--- src/rtl/irq_vis_pkg.sv ---
package irq_vis_pkg;
  parameter int unsigned DEF_N_SRC  = 11;
  parameter int unsigned DEF_ADDR_W = 16;
  parameter logic [15:0] DEF_ENTRY  = 16'h00FF;
  parameter logic [15:0] DEF_VBASE  = 16'h0E00;

  // slots: 0 = trap, 1..N = maskable sources, N+1 = default
  function automatic int unsigned slot_count(input int unsigned n_src);
    return n_src + 2;
  endfunction
endpackage

--- src/rtl/irq_pend_bank.sv ---
module irq_pend_bank #(
  parameter int unsigned W = 12
) (
  input  logic         clk,
  input  logic         rst,
  input  logic [W-1:0] raw_i,
  input  logic [W-1:0] clr_i,
  output logic [W-1:0] pend_o
);
  logic [W-1:0] raw_q;

  for (genvar g = 0; g < W; g++) begin : g_bit
    always_ff @(posedge clk) begin
      if (rst) begin
        raw_q[g]  <= 1'b0;
        pend_o[g] <= 1'b0;
      end else begin
        raw_q[g] <= raw_i[g];
        if (raw_i[g] && !raw_q[g])
          pend_o[g] <= 1'b1;
        else if (clr_i[g])
          pend_o[g] <= 1'b0;
      end
    end
  end
endmodule

--- src/rtl/irq_prio_enc.sv ---
module irq_prio_enc #(
  parameter int unsigned W      = 12,
  parameter int unsigned SLOT_W = 4
) (
  input  logic [W-1:0]      elig_i,
  output logic              any_o,
  output logic [SLOT_W-1:0] slot_o
);
  always_comb begin
    any_o  = 1'b0;
    slot_o = SLOT_W'(W);
    for (int i = W - 1; i >= 0; i--) begin
      if (elig_i[i]) begin
        any_o  = 1'b1;
        slot_o = SLOT_W'(i);
      end
    end
  end
endmodule

--- src/rtl/irq_vec_map.sv ---
module irq_vec_map #(
  parameter int unsigned       ADDR_W = 16,
  parameter int unsigned       SLOT_W = 4,
  parameter logic [ADDR_W-1:0] VBASE  = '0
) (
  input  logic [SLOT_W-1:0] slot_i,
  output logic [ADDR_W-1:0] vec_o
);
  assign vec_o = VBASE + ADDR_W'({slot_i, 1'b0});
endmodule

--- src/rtl/irq_vis_arbiter.sv ---
module irq_vis_arbiter
  import irq_vis_pkg::*;
#(
  parameter int unsigned       N_SRC  = DEF_N_SRC,
  parameter int unsigned       ADDR_W = DEF_ADDR_W,
  parameter logic [ADDR_W-1:0] ENTRY  = ADDR_W'(DEF_ENTRY),
  parameter logic [ADDR_W-1:0] VBASE  = ADDR_W'(DEF_VBASE),
  localparam int unsigned      W      = N_SRC + 1,
  localparam int unsigned      SLOT_W = $clog2(slot_count(N_SRC))
) (
  input  logic              clk,
  input  logic              rst,
  input  logic [N_SRC-1:0]  req_i,
  input  logic [N_SRC-1:0]  en_i,
  input  logic              trap_i,
  input  logic              gie_set_i,
  input  logic              gie_clr_i,
  input  logic              vsel_i,
  output logic              irq_o,
  output logic [ADDR_W-1:0] entry_o,
  output logic [SLOT_W-1:0] win_slot_o,
  output logic              gie_o,
  output logic              vec_valid_o,
  output logic [ADDR_W-1:0] vec_o
);
  logic [W-1:0]      pend, elig, ack;
  logic              any_elig;
  logic [SLOT_W-1:0] cur_slot, sel_slot;
  logic [ADDR_W-1:0] sel_vec;

  irq_pend_bank #(.W(W)) u_pend (
    .clk   (clk),
    .rst   (rst),
    .raw_i ({req_i, trap_i}),
    .clr_i (ack),
    .pend_o(pend)
  );

  assign elig = pend & {en_i & {N_SRC{gie_o}}, 1'b1};

  irq_prio_enc #(.W(W), .SLOT_W(SLOT_W)) u_enc (
    .elig_i(elig),
    .any_o (any_elig),
    .slot_o(cur_slot)
  );

  assign sel_slot = irq_o ? win_slot_o : cur_slot;

  for (genvar g = 0; g < W; g++) begin : g_ack
    assign ack[g] = vsel_i && (sel_slot == SLOT_W'(g));
  end

  irq_vec_map #(.ADDR_W(ADDR_W), .SLOT_W(SLOT_W), .VBASE(VBASE)) u_vec (
    .slot_i(sel_slot),
    .vec_o (sel_vec)
  );

  always_ff @(posedge clk) begin
    if (rst) begin
      irq_o       <= 1'b0;
      entry_o     <= '0;
      win_slot_o  <= '0;
      gie_o       <= 1'b0;
      vec_valid_o <= 1'b0;
      vec_o       <= '0;
    end else begin
      vec_valid_o <= 1'b0;
      if (gie_set_i) gie_o <= 1'b1;
      if (gie_clr_i) gie_o <= 1'b0;
      if (vsel_i) begin
        vec_valid_o <= 1'b1;
        vec_o       <= sel_vec;
        irq_o       <= 1'b0;
        entry_o     <= '0;
      end else if (!irq_o && any_elig) begin
        irq_o      <= 1'b1;
        entry_o    <= ENTRY;
        win_slot_o <= cur_slot;
        gie_o      <= 1'b0;
      end
    end
  end
endmodule

--- config.mk ---
export PLATFORM = sky130hd
export DESIGN_NAME = irq_vis_arbiter
export DESIGN_NICKNAME = d
export VERILOG_FILES = /design/src/rtl/irq_vis_pkg.sv /design/src/rtl/irq_pend_bank.sv /design/src/rtl/irq_prio_enc.sv /design/src/rtl/irq_vec_map.sv /design/src/rtl/irq_vis_arbiter.sv
export SDC_FILE = /design/constraint.sdc
export NUM_CORES = 1
export LEC_CHECK = 0
export BUFFER_PORTS_ARGS = -buffer_cell sky130_fd_sc_hd__buf_4
export CAP_MARGIN = 20
export CELL_PAD_IN_SITES_DETAIL_PLACEMENT = 1
export CELL_PAD_IN_SITES_GLOBAL_PLACEMENT = 1
export CORE_ASPECT_RATIO = 0.9
export CORE_MARGIN = 4
export CORE_UTILIZATION = 39
export CTS_CLUSTER_DIAMETER = 100
export CTS_CLUSTER_SIZE = 10
export DETAILED_ROUTE_END_ITERATION = 8
export PLACE_DENSITY_LB_ADDON = 0.3
export SETUP_SLACK_MARGIN = 0.3
export SLEW_MARGIN = 20
export SYNTH_ARGS = -nofsm -noshare
export SYNTH_HDL_FRONTEND = slang
export SYNTH_SLANG_ARGS = --single-unit
export TNS_END_PERCENT = 100
--- constraint.sdc ---
create_clock -name clk -period 2.7 [get_ports clk]
set_clock_uncertainty 0.2 [all_clocks]
set_input_delay 0.27 -clock clk [delete_from_list [all_inputs] [get_ports clk]]
set_output_delay 0.27 -clock clk [all_outputs]
set_load 0.02 [all_outputs]
Yosys cells after proc, flatten, opt, wreduce, memory -nomap -nowiden
Cells that the tools add are included.
{"block": "totals", "reg_bits": 48, "output_inout_bits": 39}
{"block": "op_classes", "n_addsub": 1, "n_eq_ne": 11, "muxes": 54, "bitwise": 3, "reduce_logical": 53}
{"cell": "$mux 1", "count": 41}
{"cell": "$mux 4", "count": 9}
{"cell": "$logic_and 1x1->1", "count": 25}
{"cell": "$reduce_bool 2->1", "count": 12}
{"cell": "$eq 4x3->1 const B", "count": 4}
{"cell": "$eq 4x4->1 const B", "count": 4}
{"cell": "$add 12x5->13 const A", "count": 1}
{"cell": "$logic_not 1->1", "count": 13}
{"cell": "$and 12x12->12", "count": 1}
{"cell": "$mux 3", "count": 4}
{"cell": "$and 11x11->11", "count": 1}
{"cell": "$eq 4x2->1 const B", "count": 2}
{"cell": "$eq 4x1->1 const B", "count": 1}
{"cell": "$logic_not 4->1", "count": 1}
{"cell": "$reduce_and 2->1", "count": 1}
{"cell": "$reduce_or 2->1", "count": 1}
{"cell": "$not 1->1", "count": 1}

Logic depth before layout (Yosys ltp)
{"block": "depth", "ltp_word": 19, "depth_mapped": 7, "depth_no_buf": 6}

By module
From an unflattened synthesis, not the netlist that was laid out.
{"block": "hier_totals", "hier_cells": 253, "area_unflattened_um2": 2356.0}
{"mod": "irq_vis_arbiter", "n_inst": 1, "cells_per_inst": 139, "area_per_inst_um2": 1306.3}
{"mod": "irq_pend_bank", "n_inst": 1, "cells_per_inst": 74, "area_per_inst_um2": 793.3}
{"mod": "irq_prio_enc", "n_inst": 1, "cells_per_inst": 22, "area_per_inst_um2": 128.9}
{"mod": "irq_vec_map", "n_inst": 1, "cells_per_inst": 18, "area_per_inst_um2": 127.6}

Least setup slack after synthesis
Ideal clock, no wire load.
{"block": "synth_timing", "kind": "reg-to-reg", "start": "register entry_o[0] (netlist name)", "end": "register u_pend.pend_o[8]", "setup_time_ps": 134, "arrival_time_ps": 1653, "required_ps": 2366, "setup_slack_ps": 713, "stages_incl_launch_ff": 6, "synth_period_minus_slack_ps": 1987, "cell_sequence": "dfxtp_1 clkbuf_1 buf_2 mux2_4 a21oi_1 a311oi_1"}
{"element": "to (signal, indexed assignment)", "line_no": "irq_pend_bank.sv:16", "source": "pend_o[g] <= 1'b0;"}
{"element": "to (signal, indexed assignment)", "line_no": "irq_pend_bank.sv:20", "source": "pend_o[g] <= 1'b1;"}
{"element": "to (signal, indexed assignment)", "line_no": "irq_pend_bank.sv:22", "source": "pend_o[g] <= 1'b0;"}
{"element": "to (decl)", "line_no": "irq_pend_bank.sv:8", "source": "output logic [W-1:0] pend_o"}

Worst setup path in the final report
{"block": "layout_timing", "start": "register gie_o", "end": "register u_pend.pend_o[7]"}
{"block": "layout_between", "elab_chain_cells": 18}
{"element": "from (decl)", "line_no": "irq_vis_arbiter.sv:22", "source": "output logic gie_o,"}
{"element": "from (signal assigned)", "line_no": "irq_vis_arbiter.sv:63", "source": "gie_o <= 1'b0;"}
{"element": "from (signal assigned)", "line_no": "irq_vis_arbiter.sv:68", "source": "if (gie_set_i) gie_o <= 1'b1;"}
{"element": "from (signal assigned)", "line_no": "irq_vis_arbiter.sv:69", "source": "if (gie_clr_i) gie_o <= 1'b0;"}
{"element": "$and 11x11->11 *", "line_no": "irq_vis_arbiter.sv:39", "source": "assign elig = pend & {en_i & {N_SRC{gie_o}}, 1'b1};"}
{"element": "$and 12x12->12 *", "line_no": "irq_vis_arbiter.sv:39"}
{"element": "$mux 3 (4 in a row)", "line_no": "irq_prio_enc.sv:13", "source": "if (elig_i[i]) begin"}
{"element": "$mux 4 (6 in a row)", "line_no": "irq_prio_enc.sv:13"}
{"element": "$mux 4 * (2 in a row)", "line_no": "irq_prio_enc.sv:13"}
{"element": "$mux 4 *", "line_no": "irq_vis_arbiter.sv:47", "source": "assign sel_slot = irq_o ? win_slot_o : cur_slot;"}
{"element": "$eq 4x3->1 *", "line_no": "irq_vis_arbiter.sv:50", "source": "assign ack[g] = vsel_i && (sel_slot == SLOT_W'(g));"}
{"element": "$logic_and 1x1->1 *", "line_no": "irq_vis_arbiter.sv:50"}
{"element": "$reduce_bool 2->1 (no source line) *"}
Mark *: on every way between the ends. The rest lies on a longest branch, timed or not.
A chain may end at the register's enable or synchronous reset.

==> flow_summary.json <==
{
  "status": "completed",
  "power_leakage_nw": 0.972,
  "min_path_type": "in2reg",
  "ioPinCount": 67,
  "grt_use_total_pct": 16.2,
  "synth_area_leaders": "dfxtp_1 38%, buf_4 11%, nor2b_1 5.7%",
  "post_cts_buffers": 0,
  "period_minus_slack_ps": 2140,
  "h-tree-depth": 2,
  "synthDominantCellAreaShare_pct": 38.4,
  "criticalPathCategory": "reg2reg",
  "fp-row-count": 23,
  "maxCapViolations": 0,
  "async_flop_share_pct": 0,
  "synth_largest_area_cell": "dfxtp_1",
  "area_delta_synth_final_pct": 20.0,
  "drt-total-wl_um": 4470,
  "ys_seq_area_share_pct": 38.4,
  "worstPathArrival_ps": 2120,
  "ys.flop_type": "dfxtp_1",
  "clock-sinks": 36,
  "place_congestion": 0.834,
  "cp-start-kind": "flip-flop",
  "period_share_pct": 79.1,
  "worstPathMaxFanout": 12,
  "dieArea_um2": 5990,
  "ir_drop_mv": 0.356,
  "required_ps": 2680,
  "setup_viol": 0,
  "cts_buffer_depth": 2,
  "via_per_inst": 4.98,
  "antennaDiodeCount": 0,
  "synthCells": 208,
  "grt_max_degree": 33,
  "drt-initial-drc-count": 80,
  "synth_area_um2": 1880,
  "multi_input_comb_area_um2": 933,
  "hold_viol": 0,
  "seq_area_um2": 721,
  "drv_slew": 0,
  "numCtsBuffers": 5,
  "drtPass1Iterations": 4,
  "finalNetCount": 276,
  "maxSlewHeadroom_pct": 63.9,
  "path_clk_slew_ps": 70,
  "drc": 0,
  "grt_pass1_vias": 1586,
  "final.setup.tns_ps": 0,
  "initial_utilization_pct": 41.3,
  "yosysMostFrequentCell": "dfxtp_1",
  "grt_pass1_wl_um": 7420,
  "fin_cells": 311,
  "die_h_um": 73.8,
  "final_area_um2": 2250,
  "yosysWarnings": 0,
  "rsz0062_at_grt": "no",
  "clk_latency_ps": 290,
  "antenna_found_initial": 0,
  "drtAntennaViolNets": 0,
  "powerDensity_nw_per_um2": 580,
  "fmax_mhz": 468,
  "die_x_um": 81.1,
  "ys_ff_latch": 36,
  "fillerInstances": 570,
  "hpwl_um": 3490,
  "placedCellCount": 302,
  "drive_gt1_share_pct": 28.5,
  "detailed_place.area_um2": 2150,
  "core_area_um2": 4550,
  "synth_edf_count": 0,
  "cts-resized-gates": 0,
  "syn_area_per_cell_um2": 9.02,
  "cts_root_buf": "clkbuf_8",
  "synth_common_cells": "36 x dfxtp_1, 27 x buf_4, 17 x nor2b_1",
  "port_buffers": 49,
  "overflow": 0,
  "worstMarginPinSlew_ps": 527,
  "yosysUniqueCellTypes": 53,
  "wl_per_cell_um": 14.4,
  "vias": 1550,
  "cts_tree": "yes",
  "end_kind": "flip-flop"
}
-- layout make-up --
type / count / area share, %
well taps: 62 / 3.44
clock buffers: 8 / 4.00
flip-flops and latches: 36 / 32.0
multi-input cells: 142 / 41.4
inverters: 12 / 2.00
repair buffers: 51 / 17.1
-- per-layer routing --
layer	wire length (um)	vias up	GRT usage, %
li1	-	767	-
met1	2020	739	20.6
met2	2160	39	26.9
met3	251	5	3.92
met4	47	0	5.63
met5	0	-	0
-- critical path: stages, from the launching register on --
cell and delay [ps]:
dfxtp_1 450, a31oi_2 290, a21bo_2 280, nor3_1 170
o21a_1 250, a41oi_1 170, a22o_1 220
-- power by group --
| part | switching [mW] | internal [mW] | leakage, nW | total, mW |
|---|---|---|---|---|
| registers | 0.0336 | 0.572 | 0.299 | 0.605 |
| logic | 0.177 | 0.132 | 0.628 | 0.309 |
| clock network | 0.183 | 0.208 | 0.0455 | 0.391 |
-- repair_timing --
item	in CTS	in global routing
hold buffers	1	0
endpoints found under the setup margin	0	0
endpoints found under the hold margin	1	0
-- sequential cells by signal, summed over array words and instances (netlist names) --
name / flops
entry_o: 1
win_slot_o: 4
u_pend.pend_o: 12
vec_o: 5
u_pend.raw_q: 12
vec_valid_o: 1
gie_o: 1
-- placed cells by master, fill, tap and decap left out, types with 5 or more instances in the layout --
cell	n
clkbuf_8	6
a21oi_1	6
nor2_1	12
inv_1	11
o21a_1	5
nor2b_1	17
conb_1	17
a22o_1	7
nor3_1	5
nand2_1	13
a211oi_1	5
o21ai_0	5
nand2b_1	5
buf_4	50
dfxtp_1	36
-- worst paths after layout --
kind / cells past startpoint / to / slack, ps / startpoint
hold reg to reg: 2 / u_pend.pend_o[5] / 280 / u_pend.raw_q[5]
setup reg to reg: 6 / u_pend.pend_o[7] / 560 / gie_o
hold / removal: 2 / u_pend.raw_q[8] / 4 / req_i[7]
setup / recovery: 6 / u_pend.pend_o[7] / 560 / gie_o
-- cells by family (layout without fill, tap and decap cells) --
logic type	Yosys count	in the layout	share of synthesized area, %
other cells	1	17	0.200
simple gates	62	62	17.5
buf+inv	46	71	15.1
flops	36	36	38.4
compound gates	59	59	25.7
mux	4	4	3.07
-- through the flow --
step	hold slack (ps)	utilization, %	setup WS, ps	power, mW
after floorplan	149	-	713	0.848
after detailed placement	244	47.3	593	0.925
after global placement	242	47.3	599	0.917
after global routing	2.05	49.5	390	1.38
after CTS	0.898	49.5	570	1.32
final	4.34	49.5	563	1.31
Note: power is estimated with default switching activity, not from simulation.
